File: src/rtl/claPkg.sv
package claPkg;
  localparam int GroupSize = 4;

  function automatic int groupCount(input int n);
    return (n + GroupSize - 1) / GroupSize;
  endfunction
endpackage

File: src/rtl/claGenProp.sv
module claGenProp #(
  parameter int WIDTH = 32
) (
  input  logic [WIDTH-1:0] opA,
  input  logic [WIDTH-1:0] opB,
  output logic [WIDTH-1:0] bitGen,
  output logic [WIDTH-1:0] bitProp
);
  for (genvar i = 0; i < WIDTH; i++) begin : g_bit
    assign bitGen[i]  = opA[i] & opB[i];
    assign bitProp[i] = opA[i] | opB[i];
  end
endmodule

File: src/rtl/claGroupUnit.sv
module claGroupUnit (
  input  logic [3:0] genIn,
  input  logic [3:0] propIn,
  input  logic       carryEnter,
  output logic [3:0] childCarry,
  output logic       groupGen,
  output logic       groupProp
);
  always_comb begin
    childCarry[0] = carryEnter;
    childCarry[1] = genIn[0] | (propIn[0] & carryEnter);
    childCarry[2] = genIn[1] | (propIn[1] & genIn[0])
                  | (propIn[1] & propIn[0] & carryEnter);
    childCarry[3] = genIn[2] | (propIn[2] & genIn[1])
                  | (propIn[2] & propIn[1] & genIn[0])
                  | (propIn[2] & propIn[1] & propIn[0] & carryEnter);
    groupGen  = genIn[3] | (genIn[2] & propIn[3])
              | (genIn[1] & propIn[2] & propIn[3])
              | (genIn[0] & propIn[1] & propIn[2] & propIn[3]);
    groupProp = propIn[0] & propIn[1] & propIn[2] & propIn[3];
  end

  // the flat expansion agrees with the step-by-step carry rule
  always_comb begin
    for (int k = 0; k < 3; k++) begin
      a_r3_group_ripple: assert (childCarry[k+1] == (genIn[k] | (propIn[k] & childCarry[k])))
        else $error("group ripple mismatch at child %0d", k);
    end
  end

  // the group terms give the same carry out as the last child step
  always_comb begin
    a_r6_group_out: assert ((groupGen | (groupProp & carryEnter))
                            == (genIn[3] | (propIn[3] & childCarry[3])))
      else $error("group carry-out disagrees with last child");
  end
endmodule

File: src/rtl/claTree.sv
module claTree #(
  parameter int N = 32
) (
  input  logic [N-1:0] genIn,
  input  logic [N-1:0] propIn,
  input  logic         carryEnter,
  output logic [N-1:0] carryInto,
  output logic         treeGen,
  output logic         treeProp
);
  import claPkg::*;
  localparam int Units = groupCount(N);
  localparam int PadN  = Units * GroupSize;

  logic [PadN-1:0]  genPad;
  logic [PadN-1:0]  propPad;
  logic [PadN-1:0]  carryPad;
  logic [Units-1:0] unitGen;
  logic [Units-1:0] unitProp;
  logic [Units-1:0] unitCarry;

  for (genvar i = 0; i < PadN; i++) begin : g_pad
    if (i < N) begin : g_real
      assign genPad[i]  = genIn[i];
      assign propPad[i] = propIn[i];
    end else begin : g_neutral
      assign genPad[i]  = 1'b0;
      assign propPad[i] = 1'b1;
    end
  end

  for (genvar u = 0; u < Units; u++) begin : g_unit
    claGroupUnit u_grp (
      .genIn      (genPad[GroupSize*u +: GroupSize]),
      .propIn     (propPad[GroupSize*u +: GroupSize]),
      .carryEnter (unitCarry[u]),
      .childCarry (carryPad[GroupSize*u +: GroupSize]),
      .groupGen   (unitGen[u]),
      .groupProp  (unitProp[u])
    );
  end

  assign carryInto = carryPad[N-1:0];

  if (Units == 1) begin : g_root
    assign unitCarry[0] = carryEnter;
    assign treeGen      = unitGen[0];
    assign treeProp     = unitProp[0];
  end else begin : g_upper
    claTree #(.N(Units)) u_upper (
      .genIn      (unitGen),
      .propIn     (unitProp),
      .carryEnter (carryEnter),
      .carryInto  (unitCarry),
      .treeGen    (treeGen),
      .treeProp   (treeProp)
    );
  end

  // carry leaving unit u, from its group terms, is what the level above hands unit u+1
  always_comb begin
    for (int u = 0; u + 1 < Units; u++) begin
      a_r6_group_chain: assert ((unitGen[u] | (unitProp[u] & unitCarry[u])) == unitCarry[u+1])
        else $error("group chain broken between units %0d and %0d", u, u + 1);
    end
  end

  // neutral pad slots pass their carry on unchanged
  always_comb begin
    for (int i = N; i < PadN; i++) begin
      a_r5_pad_transparent: assert (carryPad[i] == (genPad[i-1] | (propPad[i-1] & carryPad[i-1])))
        else $error("pad slot %0d altered the carry", i);
    end
  end
endmodule

File: src/rtl/claSumStage.sv
module claSumStage #(
  parameter int WIDTH = 32
) (
  input  logic [WIDTH-1:0] opA,
  input  logic [WIDTH-1:0] opB,
  input  logic [WIDTH-1:0] carryInto,
  output logic [WIDTH-1:0] sumOut
);
  for (genvar i = 0; i < WIDTH; i++) begin : g_sum
    assign sumOut[i] = opA[i] ^ opB[i] ^ carryInto[i];
  end

  // carries from the lookahead tree obey the per-bit carry rule
  always_comb begin
    for (int i = 0; i + 1 < WIDTH; i++) begin
      a_r3_bit_ripple: assert (carryInto[i+1] == ((opA[i] & opB[i]) | ((opA[i] | opB[i]) & carryInto[i])))
        else $error("bit carry rule broken at bit %0d", i);
    end
  end
endmodule

File: src/rtl/claAdder.sv
module claAdder #(
  parameter int WIDTH = 32
) (
  input  logic [WIDTH-1:0] opA,
  input  logic [WIDTH-1:0] opB,
  input  logic             carryIn,
  output logic [WIDTH-1:0] sumOut,
  output logic             carryOut
);
  logic [WIDTH-1:0] bitGen;
  logic [WIDTH-1:0] bitProp;
  logic [WIDTH-1:0] carryInto;
  logic             rootGen;
  logic             rootProp;

  claGenProp #(.WIDTH(WIDTH)) u_genProp (
    .opA     (opA),
    .opB     (opB),
    .bitGen  (bitGen),
    .bitProp (bitProp)
  );

  claTree #(.N(WIDTH)) u_tree (
    .genIn      (bitGen),
    .propIn     (bitProp),
    .carryEnter (carryIn),
    .carryInto  (carryInto),
    .treeGen    (rootGen),
    .treeProp   (rootProp)
  );

  claSumStage #(.WIDTH(WIDTH)) u_sum (
    .opA       (opA),
    .opB       (opB),
    .carryInto (carryInto),
    .sumOut    (sumOut)
  );

  assign carryOut = rootGen | (rootProp & carryIn);

  // full result agrees with a wide arithmetic sum
  logic [WIDTH:0] refTotal;
  always_comb begin
    refTotal = {1'b0, opA} + {1'b0, opB} + {{WIDTH{1'b0}}, carryIn};
    a_r1_total: assert ({carryOut, sumOut} == refTotal)
      else $error("total mismatch");
  end

  // root carry-out equals the carry leaving the top bit position
  always_comb begin
    a_r7_top_carry: assert (carryOut == ((opA[WIDTH-1] & opB[WIDTH-1])
                            | ((opA[WIDTH-1] | opB[WIDTH-1]) & carryInto[WIDTH-1])))
      else $error("carry-out disagrees with top bit");
  end
endmodule

File: config.mk
export PLATFORM = sky130hd
export DESIGN_NAME = claAdder
export DESIGN_NICKNAME = d
export VERILOG_FILES = /design/src/rtl/claPkg.sv /design/src/rtl/claGenProp.sv /design/src/rtl/claGroupUnit.sv /design/src/rtl/claTree.sv /design/src/rtl/claSumStage.sv /design/src/rtl/claAdder.sv
export SDC_FILE = /design/constraint.sdc
export NUM_CORES = 1
export LEC_CHECK = 0
export BUFFER_PORTS_ARGS = -buffer_cell sky130_fd_sc_hd__buf_2
export CORE_MARGIN = 4
export CORE_UTILIZATION = 44
export DETAILED_ROUTE_END_ITERATION = 12
export PLACE_DENSITY_LB_ADDON = 0.12
export SYNTH_ARGS = -nofsm -noshare
export SYNTH_HDL_FRONTEND = slang
export SYNTH_HIERARCHICAL = 1
export SYNTH_SLANG_ARGS = --single-unit
export TNS_END_PERCENT = 20
File: constraint.sdc
create_clock -name vclk -period 2.8
set_input_delay 0.56 -clock vclk [all_inputs]
set_output_delay 0.56 -clock vclk [all_outputs]
set_load 0.03 [all_outputs]
After elaboration in Yosys (flattened, before gate mapping)
Cells that the tools add are included.
{"block": "word_totals", "ff_bits": 0, "latchBits": 0, "ram_bits": 0, "mem_bits_ro": 0, "inputBits": 65, "out_inout_bits": 33, "wordCells": 375, "n_memories": 0}
{"block": "op_classes", "n_addsub": 0, "multipliers": 0, "n_div": 0, "magnitude_cmp": 0, "n_eq_ne": 0, "n_shift": 0, "mux": 0, "n_bitwise": 375, "reduce_logical": 0}
{"operator": "$and A1 B1 Y1", "n": 186}
{"operator": "$or A1 B1 Y1", "n": 125}
{"operator": "$xor A1 B1 Y1", "n": 64}

Longest topological paths before layout
{"block": "depth", "word_depth": 15, "mapped_depth": 14, "mapped_depth_nobuf": 14}

By module
Netlist, hierarchy kept.
{"module": "claSumStage", "n_inst": 1, "cells_per_inst": 32, "area_each_um2": 760.7, "seq_area_each_um2": 0.0}
{"module": "claGroupUnit", "n_inst": 11, "cells_per_inst": 13, "area_each_um2": 67.6, "seq_area_each_um2": 0.0}
{"module": "claGenProp", "n_inst": 1, "cells_per_inst": 64, "area_each_um2": 440.4, "seq_area_each_um2": 0.0}
{"module": "claAdder", "n_inst": 1, "cells_per_inst": 1, "area_each_um2": 7.5, "seq_area_each_um2": 0.0}
{"module": "claTree (u_tree.g_upper.u_upper.g_upper.u_upper)", "n_inst": 1, "cells_per_inst": 2, "area_each_um2": 7.5, "seq_area_each_um2": 0.0}

Least setup slack after synthesis
Ideal clock, no wire load.
{"block": "synth_timing", "path_kind": "in2out", "startpoint": "input opB[1]", "endpoint": "output sumOut[26]", "arrival_time_ns": 2.641, "required_time_ns": 2.240, "path_slack_ns": -0.401, "cell_stages": 14, "path_buffers": 0, "path_cell_list": "or2_1 -> a21oi_1 -> o21ai_0 -> a21oi_1 -> o21ai_0 -> a21oi_2 -> inv_2 -> a21oi_2 -> inv_2 -> a21o_1 -> a21oi_2 -> inv_2 -> a21o_1 -> xor3_1"}
{"block": "synth_via", "elab_chain_len": 15, "word_cells_on_any_way": 26, "cone_classes": "26 x bitwise"}
{"item": "start, declared", "line_no": "claAdder.sv:5", "rtl": "input logic [WIDTH-1:0] opB,"}
{"item": "$and A1 B1 Y1 / $or A1 B1 Y1 (equally long branches)", "line_no": "claGenProp.sv:10, claGenProp.sv:11"}
{"item": "$and A1 B1 Y1, on equally long branches (2 in series)", "line_no": "claGroupUnit.sv:18, claGroupUnit.sv:19"}
{"item": "$or A1 B1 Y1 / $and A1 B1 Y1 (equally long branches)", "line_no": "claGroupUnit.sv:18, claGroupUnit.sv:19"}
{"item": "$or A1 B1 Y1 (*)", "line_no": "claGroupUnit.sv:19", "rtl": "| (genIn[0] & propIn[1] & propIn[2] & propIn[3]);"}
{"item": "via u_tree.unitGen[0]", "line_no": "claTree.sv:18", "rtl": "logic [Units-1:0] unitGen;"}
{"item": "$and A1 B1 Y1 (*) (3 in series)", "line_no": "claGroupUnit.sv:19"}
{"item": "$or A1 B1 Y1 (*)", "line_no": "claGroupUnit.sv:19"}
{"item": "via u_tree.g_upper.u_upper.unitGen[0]", "line_no": "claTree.sv:18"}
{"item": "$or A1 B1 Y1 (*)", "line_no": "claGroupUnit.sv:11", "rtl": "childCarry[1] = genIn[0] | (propIn[0] & carryEnter);"}
{"item": "via u_tree.g_upper.u_upper.unitCarry[1]", "line_no": "claTree.sv:20", "rtl": "logic [Units-1:0] unitCarry;"}
{"item": "$and A1 B1 Y1 (*)", "line_no": "claGroupUnit.sv:13", "rtl": "| (propIn[1] & propIn[0] & carryEnter);"}
{"item": "$or A1 B1 Y1 (*)", "line_no": "claGroupUnit.sv:13"}
{"item": "via u_tree.unitCarry[6]", "line_no": "claTree.sv:20"}
{"item": "$and A1 B1 Y1 (*)", "line_no": "claGroupUnit.sv:13"}
{"item": "$or A1 B1 Y1 (*)", "line_no": "claGroupUnit.sv:13"}
{"item": "via carryInto[26]", "line_no": "claAdder.sv:12", "rtl": "logic [WIDTH-1:0] carryInto;"}
{"item": "$xor A1 B1 Y1 (*)", "line_no": "claSumStage.sv:10", "rtl": "assign sumOut[i] = opA[i] ^ opB[i] ^ carryInto[i];"}
{"item": "end, declared", "line_no": "claAdder.sv:7", "rtl": "output logic [WIDTH-1:0] sumOut,"}
Mark *: on every way through the listed nets, which the timed path passes. The rest lies on a longest branch.

Worst setup path in the final report
{"block": "layout_timing", "startpoint": "input opA[9]", "endpoint": "output sumOut[26]"}
{"block": "layout_via", "word_cells_on_any_way": 29, "cone_classes": "29 x bitwise"}
{"item": "start, declared", "line_no": "claAdder.sv:4", "rtl": "input logic [WIDTH-1:0] opA,"}
{"item": "$or A1 B1 Y1 (*)", "line_no": "claGenProp.sv:11", "rtl": "assign bitProp[i] = opA[i] | opB[i];"}
{"item": "via bitProp[9]", "line_no": "claAdder.sv:11", "rtl": "logic [WIDTH-1:0] bitProp;"}
{"item": "$and A1 B1 Y1 (*) (3 in series)", "line_no": "claGroupUnit.sv:20", "rtl": "groupProp = propIn[0] & propIn[1] & propIn[2] & propIn[3];"}
{"item": "via u_tree.unitProp[2]", "line_no": "claTree.sv:19", "rtl": "logic [Units-1:0] unitProp;"}
{"item": "$and A1 B1 Y1 (2 in series)", "line_no": "claGroupUnit.sv:18", "rtl": "| (genIn[1] & propIn[2] & propIn[3])"}
{"item": "$or A1 B1 Y1", "line_no": "claGroupUnit.sv:18"}
{"item": "$or A1 B1 Y1 (*)", "line_no": "claGroupUnit.sv:19"}
{"item": "via u_tree.g_upper.u_upper.unitGen[0]", "line_no": "claTree.sv:18"}
{"item": "$or A1 B1 Y1 (*)", "line_no": "claGroupUnit.sv:11"}
{"item": "via carryInto[16]", "line_no": "claAdder.sv:12"}
{"item": "$and A1 B1 Y1 (*)", "line_no": "claGroupUnit.sv:13"}
{"item": "$or A1 B1 Y1 (*)", "line_no": "claGroupUnit.sv:13"}
{"item": "via carryInto[24]", "line_no": "claAdder.sv:12"}
{"item": "$and A1 B1 Y1 (*)", "line_no": "claGroupUnit.sv:13"}
{"item": "$or A1 B1 Y1 (*)", "line_no": "claGroupUnit.sv:13"}
{"item": "via carryInto[26]", "line_no": "claAdder.sv:12"}
{"item": "$xor A1 B1 Y1 (*)", "line_no": "claSumStage.sv:10"}
Marked as above.

==> results.sh <==
export IMPL_fin_crit_ns=3.32
export IMPL_status="finished with violations"
export IMPL_crit_path_end_kind="primary output"
export IMPL_num_vias=2288
export IMPL_fin_area_um2=3540
export IMPL_regArea_um2=0
export IMPL_path_cells="buf_6 -> or2_4 -> buf_4 -> nand2_1 -> nor2_4 -> nand2_1 -> o21ai_2 -> a21oi_2 -> inv_2 -> a21oi_4 -> inv_2 -> a21o_1 -> a21oi_2 -> inv_2 -> a21o_1 -> xor3_2 -> buf_6"
export IMPL_place_area_um2=3040
export IMPL_p_leak_nw=1.97
export IMPL_start_kind="input pin"
export IMPL_hold_class="input pin to primary output"
export IMPL_n_clock_buffer=0
export IMPL_vias_per_cell=4.83
export IMPL_rows=23
export IMPL_drtIter0Drc=53
export IMPL_layout_nets=491
export IMPL_area_growth_pct=82.5
export IMPL_violations="negative setup slack"
export IMPL_coreArea_um2=4140
export IMPL_grt_pass1_vias=2396
export IMPL_yosysWarnings=6
export IMPL_netlist_area_um2=1940
export IMPL_crit_type="input pin to primary output"
export IMPL_gr_total_overflow=0
export IMPL_ir_worst_vdd_v=0.000228
export IMPL_fin_ws_ns=-0.516
export IMPL_die_w_um=74.4
export IMPL_arrival_ns=2.76
export IMPL_drt_pass1_iterations=4
export IMPL_fmax_mhz=302
export IMPL_drc=0
export IMPL_cts_hold_buf=0
export IMPL_multiInputGateArea_um2=2010
export IMPL_drt_total_wl_um=5870
export IMPL_dieHeight_um=74.4
export IMPL_antenna_found_initial=0
export IMPL_crit_slowest_cell="or2_4"
export IMPL_avgSynthCellArea_um2=8.12
export IMPL_worstPathMaxFanout=3
export IMPL_drv_cap=0
export IMPL_antenna_left=0
export IMPL_antenna_cells=0
export IMPL_rsz0062_at_grt="yes"
export IMPL_setup_viol=26
export IMPL_pre_cts_ws_ns=-0.607
export IMPL_power_density_nw_per_um2=315
export IMPL_track_usage_pct=19.9
export IMPL_pin_count=98
export IMPL_port_buffers=98
export IMPL_crit_path_max_incr_delay_ns=0.25
export IMPL_post_drt_wl_per_cell_um=12.4
export IMPL_dp_hpwl_um=4390
export IMPL_synth_cells=239
export IMPL_whs_endpoint="sumOut[9]"
export IMPL_initial_utilization_pct=46.9
export IMPL_cp_common_cell="inv_2"
export IMPL_min_path_cells=3
export IMPL_num_fill_cells=249
export IMPL_required_ns=2.24
export IMPL_maxSlewViolCount=0
export IMPL_routabilityCongestion=0.860
export IMPL_drive_above_1_share_pct=65.3
export IMPL_seq_cells=0
export IMPL_fin_crit_sh_pct=118
export IMPL_finalHoldViolCount=0
export IMPL_grt_start_max_net_pins=5
export IMPL_grt_pass1_wl_um=9110
export IMPL_die_area_um2=5540
export IMPL_min_from="opB[9]"
## per-stage QoR
step                      util [%]  setup TNS [ns]  std cells  power (W)  hold slack (ns)
after global routing          85.5          -10.53        474    0.00119             1.57
final                         85.5           -7.45        474    0.00112             1.56
after floorplan                  -           -1.24        244   0.000594             1.36
after CTS                     82.5           -4.02        470    0.00105             1.56
after global placement        73.4           -6.34        462   0.000871             1.54
after detailed placement      73.4           -7.12        462   0.000884             1.55
## area by class of cell
cell class / count / area share [%]
repair buffers: 191 / 40.5
multi-input cells: 222 / 56.6
well taps: 50 / 1.76
inverters: 11 / 1.16
## how the worst max path moves through the flow
| stage | startpoint | to | slack [ns] | depth (start not counted) |
|---|---|---|---|---|
| floorplan | opB[1] | sumOut[30] | -0.26 | 13 |
| global placement | opB[9] | sumOut[30] | -0.55 | 15 |
| detailed placement | opB[9] | sumOut[26] | -0.61 | 16 |
| CTS | opA[5] | sumOut[26] | -0.43 | 16 |
| global route | opB[15] | sumOut[26] | -0.68 | 16 |
| finish | opA[9] | sumOut[26] | -0.52 | 17 |
## per-layer routing
metal  GRT usage [%]  routed length (um)  vias to the layer above
met4            4.94                 121                        0
met5               0                   0                        -
met1            20.2                2150                     1031
met2            42.0                3270                       69
li1                -                   -                     1175
met3            1.89                 337                       13
## power by group
group / switching, W / internal [W] / leakage, nW / total (W)
Sequential: 0 / 0 / 0 / 0
Combinational: 0.000525 / 0.000591 / 1.97 / 0.00112
Clock: 0 / 0 / 0 / 0
Total: 0.000525 / 0.000591 / 1.97 / 0.00112
## critical path: cells and delay by family
family                    cells  cell delay (ns)
xor gates and xnor gates      1             0.22
buffers and inverters         6             0.57
AOI/OAI and AO/OA             6             0.88
and+or+nand+nor               4             0.53
## timing repair
action,CTS,global route
buffers inserted,8,4
pin swaps,26,3
endpoints found under the setup margin,24,26
resized for setup,93,29
## layout by cell type, fill, tap and decap left out, types with 2 or more instances in the layout
cell type / n
a21o_1: 11
a21oi_1: 22
a21oi_2: 14
a21oi_4: 7
and2_2: 32
buf_2: 61
buf_4: 88
buf_6: 41
conb_1: 7
inv_2: 11
nand2_1: 32
nor2_1: 6
nor2_2: 3
nor2_4: 2
o21ai_0: 8
o21ai_1: 6
o21ai_2: 6
or2_1: 25
or2_4: 7
xor3_1: 30
xor3_2: 2
No activity file was read; power rests on OpenSTA's default activity.
